**src/rtl/loop_shape_pkg.sv**
```systemverilog
package loop_shape_pkg;

    localparam int DIM_W      = 5;
    localparam int FLD_W      = DIM_W + 1;
    localparam int LEN_W      = 7;
    localparam int SHAPE_W    = 32;
    localparam int STATE_W    = 64;
    localparam int NUM_SHAPES = 4;
    localparam int MODE_W     = 4;
    localparam int CNT_W      = $clog2(DIM_W + 1);

    // descriptor field positions (decoded by the remapper)
    localparam int X_LSB    = 0;
    localparam int Y_LSB    = 6;
    localparam int Z_LSB    = 12;
    localparam int PERM_LSB = 18;
    localparam int PERM_W   = 3;
    localparam int SKIP_LSB = 28;
    localparam int SKIP_W   = 2;
    localparam int KIND_LSB = 30;
    localparam int KIND_W   = 2;

    // state word positions
    localparam int ST_MAX_LSB = 0;
    localparam int ST_CUR_LSB = 7;
    localparam int ST_VF_BIT  = 63;

    typedef logic [MODE_W-1:0]  mode_t;
    typedef logic [SHAPE_W-1:0] shape_t;

    localparam mode_t MODE_MATRIX = 4'd0;
    localparam mode_t MODE_FFT    = 4'd1;
    localparam mode_t MODE_DCT    = 4'd2;

    typedef enum logic [1:0] {
        PH_IDLE,
        PH_MUL1,
        PH_MUL2,
        PH_WRITE
    } phase_e;

    typedef struct packed {
        logic [DIM_W-1:0] xd;
        logic [DIM_W-1:0] yd;
        logic [DIM_W-1:0] zd;
        mode_t            mode;
        logic             vf;
    } req_t;

    // run of ones from bit 0 upward
    function automatic logic [CNT_W-1:0] low_ones(input logic [DIM_W-1:0] v);
        int  n;
        bit  stop;
        n    = 0;
        stop = 1'b0;
        for (int i = 0; i < DIM_W; i++) begin
            if (!stop) begin
                if (v[i]) n++;
                else      stop = 1'b1;
            end
        end
        return CNT_W'(n);
    endfunction

    function automatic shape_t put_field(input shape_t s, input int lsb,
                                         input int w, input logic [7:0] val);
        shape_t r;
        r = s;
        for (int i = 0; i < 8; i++) begin
            if (i < w) r[lsb + i] = val[i];
        end
        return r;
    endfunction

endpackage

```
**src/rtl/loop_shape_ctrl.sv**
```systemverilog
module loop_shape_ctrl
    import loop_shape_pkg::*;
(
    input  logic   clk,
    input  logic   rst,
    input  logic   start,
    output phase_e phase,
    output logic   accept
);

    phase_e phase_q;

    assign accept = (phase_q == PH_IDLE) && start;
    assign phase  = phase_q;

    always_ff @(posedge clk) begin
        if (rst) begin
            phase_q <= PH_IDLE;
        end else begin
            unique case (phase_q)
                PH_IDLE:  if (start) phase_q <= PH_MUL1;
                PH_MUL1:  phase_q <= PH_MUL2;
                PH_MUL2:  phase_q <= PH_WRITE;
                PH_WRITE: phase_q <= PH_IDLE;
                default:  phase_q <= PH_IDLE;
            endcase
        end
    end

endmodule

```
**src/rtl/loop_shape_len.sv**
```systemverilog
module loop_shape_len
    import loop_shape_pkg::*;
(
    input  logic             clk,
    input  logic             rst,
    input  logic             step1,
    input  logic             step2,
    input  logic [DIM_W-1:0] xd,
    input  logic [DIM_W-1:0] yd,
    input  logic [DIM_W-1:0] zd,
    input  mode_t            mode,
    output logic [LEN_W-1:0] len
);

    logic             is_mat;
    logic             is_bfly;
    logic [FLD_W-1:0] opa;
    logic [FLD_W-1:0] opb;
    logic [LEN_W-1:0] prod1;
    logic [LEN_W-1:0] prod2;
    logic [LEN_W-1:0] part_q;
    logic [LEN_W-1:0] len_q;

    always_comb begin
        is_mat  = (mode == MODE_MATRIX);
        is_bfly = (mode == MODE_FFT) || (mode == MODE_DCT);
        opa     = is_mat ? FLD_W'(xd) : FLD_W'(xd) + FLD_W'(1);
        opb     = is_mat ? FLD_W'(yd) : FLD_W'(low_ones(xd));
        // only the low bits survive, so truncated operands suffice
        prod1   = LEN_W'(opa) * LEN_W'(opb);
        prod2   = part_q * LEN_W'(zd);
    end

    always_ff @(posedge clk) begin
        if (rst) begin
            part_q <= '0;
            len_q  <= '0;
        end else begin
            if (step1) part_q <= prod1;
            if (step2) len_q  <= is_mat ? prod2 : (is_bfly ? part_q : '0);
        end
    end

    assign len = len_q;

endmodule

```
**src/rtl/loop_shape_fill.sv**
```systemverilog
module loop_shape_fill
    import loop_shape_pkg::*;
(
    input  logic [DIM_W-1:0]                  xd,
    input  logic [DIM_W-1:0]                  yd,
    input  logic [DIM_W-1:0]                  zd,
    input  mode_t                             mode,
    output logic [NUM_SHAPES-1:0][SHAPE_W-1:0] shapes
);

    shape_t tmpl;

    always_comb begin
        tmpl   = '0;
        shapes = '0;
        unique case (mode)
            MODE_MATRIX: begin
                tmpl = put_field(tmpl, X_LSB, FLD_W, 8'(xd));
                tmpl = put_field(tmpl, Y_LSB, FLD_W, 8'(yd));
                tmpl = put_field(tmpl, Z_LSB, FLD_W, 8'(zd));
                tmpl = put_field(tmpl, SKIP_LSB, SKIP_W, 8'd3);
                for (int i = 0; i < NUM_SHAPES; i++) shapes[i] = tmpl;
                shapes[1] = put_field(put_field(tmpl, PERM_LSB, PERM_W, 8'd1),
                                      SKIP_LSB, SKIP_W, 8'd1);
                shapes[2] = put_field(tmpl, PERM_LSB, PERM_W, 8'd1);
            end
            MODE_FFT: begin
                tmpl = put_field(tmpl, X_LSB, FLD_W, 8'(xd));
                tmpl = put_field(tmpl, KIND_LSB, KIND_W, 8'd1);
                shapes[0] = tmpl;
                shapes[1] = put_field(tmpl, SKIP_LSB, SKIP_W, 8'd1);
                shapes[2] = put_field(tmpl, SKIP_LSB, SKIP_W, 8'd2);
            end
            MODE_DCT: begin
                tmpl = put_field(tmpl, X_LSB, FLD_W, 8'(xd));
                tmpl = put_field(tmpl, KIND_LSB, KIND_W, 8'd1);
                tmpl = put_field(tmpl, PERM_LSB, PERM_W, 8'd1);
                shapes[0] = tmpl;
                shapes[1] = put_field(tmpl, SKIP_LSB, SKIP_W, 8'd1);
            end
            default: ;
        endcase
    end

endmodule

```
**src/rtl/loop_shape_cfg.sv**
```systemverilog
module loop_shape_cfg
    import loop_shape_pkg::*;
(
    input  logic                     clk,
    input  logic                     rst,
    input  logic                     start,
    input  logic [DIM_W-1:0]         x_dim,
    input  logic [DIM_W-1:0]         y_dim,
    input  logic [DIM_W-1:0]         z_dim,
    input  logic [MODE_W-1:0]        mode,
    input  logic                     vfirst,
    output logic                     done,
    output logic [SHAPE_W-1:0]       shape0,
    output logic [SHAPE_W-1:0]       shape1,
    output logic [SHAPE_W-1:0]       shape2,
    output logic [SHAPE_W-1:0]       shape3,
    output logic [STATE_W-1:0]       state_o
);

    phase_e                            phase;
    logic                              accept;
    req_t                              req_q;
    logic [LEN_W-1:0]                  len;
    logic [NUM_SHAPES-1:0][SHAPE_W-1:0] shapes_nx;
    logic [NUM_SHAPES-1:0][SHAPE_W-1:0] shapes_q;
    logic [STATE_W-1:0]                state_nx;
    logic [STATE_W-1:0]                state_q;
    logic                              done_q;
    logic                              wr_en;

    loop_shape_ctrl u_ctrl (
        .clk    (clk),
        .rst    (rst),
        .start  (start),
        .phase  (phase),
        .accept (accept)
    );

    always_ff @(posedge clk) begin
        if (rst)         req_q <= '0;
        else if (accept) req_q <= '{xd: x_dim, yd: y_dim, zd: z_dim,
                                    mode: mode, vf: vfirst};
    end

    loop_shape_len u_len (
        .clk   (clk),
        .rst   (rst),
        .step1 (phase == PH_MUL1),
        .step2 (phase == PH_MUL2),
        .xd    (req_q.xd),
        .yd    (req_q.yd),
        .zd    (req_q.zd),
        .mode  (req_q.mode),
        .len   (len)
    );

    loop_shape_fill u_fill (
        .xd     (req_q.xd),
        .yd     (req_q.yd),
        .zd     (req_q.zd),
        .mode   (req_q.mode),
        .shapes (shapes_nx)
    );

    assign wr_en = (phase == PH_WRITE);

    always_comb begin
        state_nx                           = '0;
        state_nx[ST_MAX_LSB +: LEN_W]      = len;
        state_nx[ST_CUR_LSB +: LEN_W]      = len;
        state_nx[ST_VF_BIT]                = req_q.vf;
    end

    for (genvar g = 0; g < NUM_SHAPES; g++) begin : g_shape_reg
        always_ff @(posedge clk) begin
            if (rst)        shapes_q[g] <= '0;
            else if (wr_en) shapes_q[g] <= shapes_nx[g];
        end
    end

    always_ff @(posedge clk) begin
        if (rst) begin
            state_q <= '0;
            done_q  <= 1'b0;
        end else begin
            done_q <= wr_en;
            if (wr_en) state_q <= state_nx;
        end
    end

    assign done    = done_q;
    assign shape0  = shapes_q[0];
    assign shape1  = shapes_q[1];
    assign shape2  = shapes_q[2];
    assign shape3  = shapes_q[3];
    assign state_o = state_q;

endmodule

```
**config.mk**
```make
export PLATFORM = sky130hd
export DESIGN_NAME = loop_shape_cfg
export DESIGN_NICKNAME = d
export VERILOG_FILES = /design/src/rtl/loop_shape_pkg.sv /design/src/rtl/loop_shape_ctrl.sv /design/src/rtl/loop_shape_len.sv /design/src/rtl/loop_shape_fill.sv /design/src/rtl/loop_shape_cfg.sv
export SDC_FILE = /design/constraint.sdc
export NUM_CORES = 1
export LEC_CHECK = 0
export ABC_AREA = 1
export BUFFER_PORTS_ARGS = -buffer_cell sky130_fd_sc_hd__buf_2
export CORE_ASPECT_RATIO = 1.4
export CORE_MARGIN = 2
export CORE_UTILIZATION = 35
export CTS_CLUSTER_SIZE = 14
export DETAILED_ROUTE_END_ITERATION = 7
export GPL_TIMING_DRIVEN = 0
export MAX_ROUTING_LAYER = met4
export PLACE_DENSITY_LB_ADDON = 0.1
export SYNTH_ARGS = -nofsm -noshare
export SYNTH_HDL_FRONTEND = slang
export SYNTH_HIERARCHICAL = 1
export SYNTH_SLANG_ARGS = --single-unit
```
**constraint.sdc**
```tcl
create_clock -name clk -period 6.1 [get_ports clk]
set_clock_uncertainty 0.2 [all_clocks]
set_input_delay 0.61 -clock clk [delete_from_list [all_inputs] [get_ports clk]]
set_output_delay 0.61 -clock clk [all_outputs]
set_load 0.01 [all_outputs]
```
==> impl_results.md <==
- Setup Crit Path Kind: reg2reg
- Net Sw Power: 1.876 mW
- Total internal power: 2.764 mW
- Worst skew pair latency: 0.44 ns
- Drt wl/cell: 12.11 µm
- Clk slew on worst S/H paths: 0.06 ns
- Initial antenna violation count: 0
- Status: completed
- Critical Path AT: 5.77 ns
- Critical Path Source Type: flip-flop
- TritonCTS clock tree: done
- Sequential area share after synthesis: 34.31%
- Switching Share: 40.44%
- Post-Synthesis Cells: 1524
- I/O Buffers: 166
- Worst hold start: x_dim[1]
- Initial DRT Pass Iterations: 4
- Minimum clock period: 5.627 ns
- Slew margin rel.: 44.37%
- Primary FF master, synth: dfxtp_1
- Fin crit share: 92.25%
- Area fraction of the dominant cell type after synthesis: 34.31%
- Drt drc: 0
- First-pass GRT wire length: 42020 µm
- Largest cells by area after synthesis: dfxtp_1, nor2_1, nand2_1
- Peak per-stage delay on the critical path: 0.55 ns
- Max VDD drop: 0.0002014 V
- Htree depth: 4
- Core Area: 0.02841 mm²
- Total Wirelength: 26600 µm
- Final Cell Area: 0.01231 mm²
- RSZ-0062 raised after global routing: no
- Vias in the first global route: 8057
- Hold Path Class: in2reg
- Via count: 8719
- ANT nets after route: 0
- Fmax: 177.7 MHz
- Data required, critical path: 6.25 ns
- Die width: 147.5 µm
- Share of cells above drive strength 1: 23.72%
- Worst Setup SP: req_q[16]
- CTS Buf Count: 17
- Async SR Flop Fraction: 0%
- Final Hold Violating Endpoints: 0
- Row count: 73
- GPL Wtd Cong: 0.8815
- Worst Max-Slew Pin Slew: 0.8315 ns
- CP bufs+invs: 8
- Root Driver: clkbuf_16
- Vias/cell: 3.970
- Post-DP Area: 0.01178 mm²
- Die area: 0.03024 mm²
- Hold Slack: 0.1858 ns
- Max_cap viols: 0
- Area of the mapped netlist: 0.01009 mm²
- Static Leak: 7.497 nW
- CP dominant cell by count: inv_1
- Number of synthesized flops with an enable pin: 0
- GRT Overall Usage: 18.48%
- Drt initial violations: 384
- Final HPWL DP: 20370 µm
- Initial Util: 35.54%
- Largest delay share family, worst path: adder cells
- Combinational share of power: 42.6%
- Slowest CP cell: fa_1
- Final setup fails: 0
- Slew Viols, Final: 0
- Critical-path maximum fanout: 8
- Clk pwr share: 22.2%
- Mean post-synth cell area: 6.624 µm²
- # IOs: 216
- Flop pwr share: 35.2%
- Synth unique cells: 34
- Layout area overhead: 21.95%
- Seq cells post-synth: 173
- Critical Path Sink Type: flip-flop
- R2R setup slack: 0.47 ns
- Nets: 1877
- PwrDens: 376.9 mW/mm²
- Largest net degree at the start of global routing: 17
- DIE HEIGHT: 204.9 µm
- Clock Tree Buf Depth: 2
- Synth warn: 6
- Worst reg2reg path startpoint: req_q[16]
- Ant diodes: 0
- Area leader, netlist: dfxtp_1
- Total congestion overflow: 0
- CTS Sinks: 173
- Post-route setup TNS: 0 ns
worst register-to-register path: cells and delay by family, from the launching register on:
family / cells / cell delay (ns)
buffers and inverters: 8 / 0.44
adder cells (fa/ha/maj): 7 / 2.63
AO/OA/AOI/OAI: 2 / 0.35
flip-flops: 1 / 0.42
AND/OR/NAND/NOR: 15 / 1.49
area by class of cell:
cell class / instances / area, µm²
Clock buffer: 21 / 460.4
Buffer: 209 / 1544
Fill cell: 3079 / 16100
Inverter: 237 / 890.9
Sequential cell: 173 / 3466
Multi-Input combinational cell: 1007 / 4579
Tap cell: 375 / 469.2
Clock inverter: 8 / 70.07
Timing Repair Buffer: 166 / 830.8
Yosys cell counts (2+ instances only):
cell type  instances
a21o_1             2
a21oi_1           11
a31oi_1            4
buf_2             25
buf_4            160
buf_6             17
clkbuf_1           7
conb_1             2
dfxtp_1          173
fa_1              16
ha_1              27
inv_1            232
inv_2              4
nand2_1          363
nand2_2            6
nand3_1           26
nand3_2            2
nor2_1           370
nor2_2            13
o211ai_1           3
o21ai_0           34
o21ai_2            2
or2_2              3
xnor2_1            6
xor2_1             7
per-stage QoR:
stage | instances | utilization (%) | setup slack (ns) | power, mW
global route | 2196 | 43.34 | 0.03102 | 5.045
CTS | 2196 | 43.33 | 0.4163 | 4.717
detailed placement | 2167 | 41.46 | 0.4430 | 3.663
floorplan | 1626 | - | 1.035 | 3.014
finish | 2196 | 43.34 | 0.4728 | 4.640
global placement | 2167 | 41.46 | 0.4765 | 3.645
logic make-up after synthesis:
group,count (synthesis),share of synthesized area [%]
flip-flops,173,34.31
buffers and inverters,446,24.12
adder cells (fa/ha/maj),43,6.520
other,2,0.07440
AO/OA/AOI/OAI,57,3.074
XOR/XNOR,13,1.128
AND/OR/NAND/NOR,790,30.78
timing repair:
item / 4_1_cts / 5_1_grt
setup buffers: 0 / 0
hold buffers: 0 / 0
gates resized for setup: 0 / 2
endpoints found under the setup margin: 0 / 1
sequential cells by signal, indices dropped and copies added (netlist names):
| register | flops |
|---|---|
| u_len/part_q | 7 |
| shape2 | 32 |
| u_len/len | 7 |
| shape0 | 32 |
| done | 1 |
| req_q | 20 |
| u_ctrl/phase | 2 |
| shape1 | 32 |
| shape3 | 32 |
| state_o | 8 |
placed cells by master (no fill, tap or decap), types with 2 or more instances in the layout:
master      synthesis  final
a21o_1              2      2
a21oi_1            11     11
a31oi_1             4      4
buf_2              25    191
buf_4             160    160
buf_6              17     17
clkbuf_1            7      9
clkbuf_16           0     17
clkbuf_8            0      2
clkinv_2            1      6
clkinvlp_4          0      2
conb_1              2    104
dfxtp_1           173    171
dfxtp_2             0      2
fa_1               16     16
ha_1               27     27
inv_1             232    232
inv_2               4      4
nand2_1           363    363
nand2_2             6      6
nand3_1            26     26
nand3_2             2      2
nor2_1            370    370
nor2_2             13     13
o211ai_1            3      3
o21ai_0            34     34
o21ai_2             2      2
or2_2               3      3
xnor2_1             6      6
xor2_1              7      7
path summary, 6_finish.rpt:
path	to	depth (start not counted)
max	u_len/part_q[6]	32
min reg2reg	state_o[9]	2
max reg2reg	u_len/part_q[6]	32
min	req_q[16]	3
power by group through the flow:
stage	combinational [mW]	sequential (mW)	clock (mW)
after floorplan	1.32	1.69	0
after global placement	1.99	1.66	0
after detailed placement	2.00	1.66	0
after CTS	2.01	1.64	1.07
after global routing	2.26	1.68	1.11
final	1.98	1.64	1.03
layer usage:
layer / routed length [µm] / up-vias / GRT usage, %
met5: 0 / - / -
met4: 581 / 0 / 6.319
met3: 996 / 28 / 3.096
met2: 13320 / 175 / 32.23
met1: 11700 / 3767 / 21.48
li1: - / 4749 / -
Note: power is estimated with default switching activity, not from simulation.
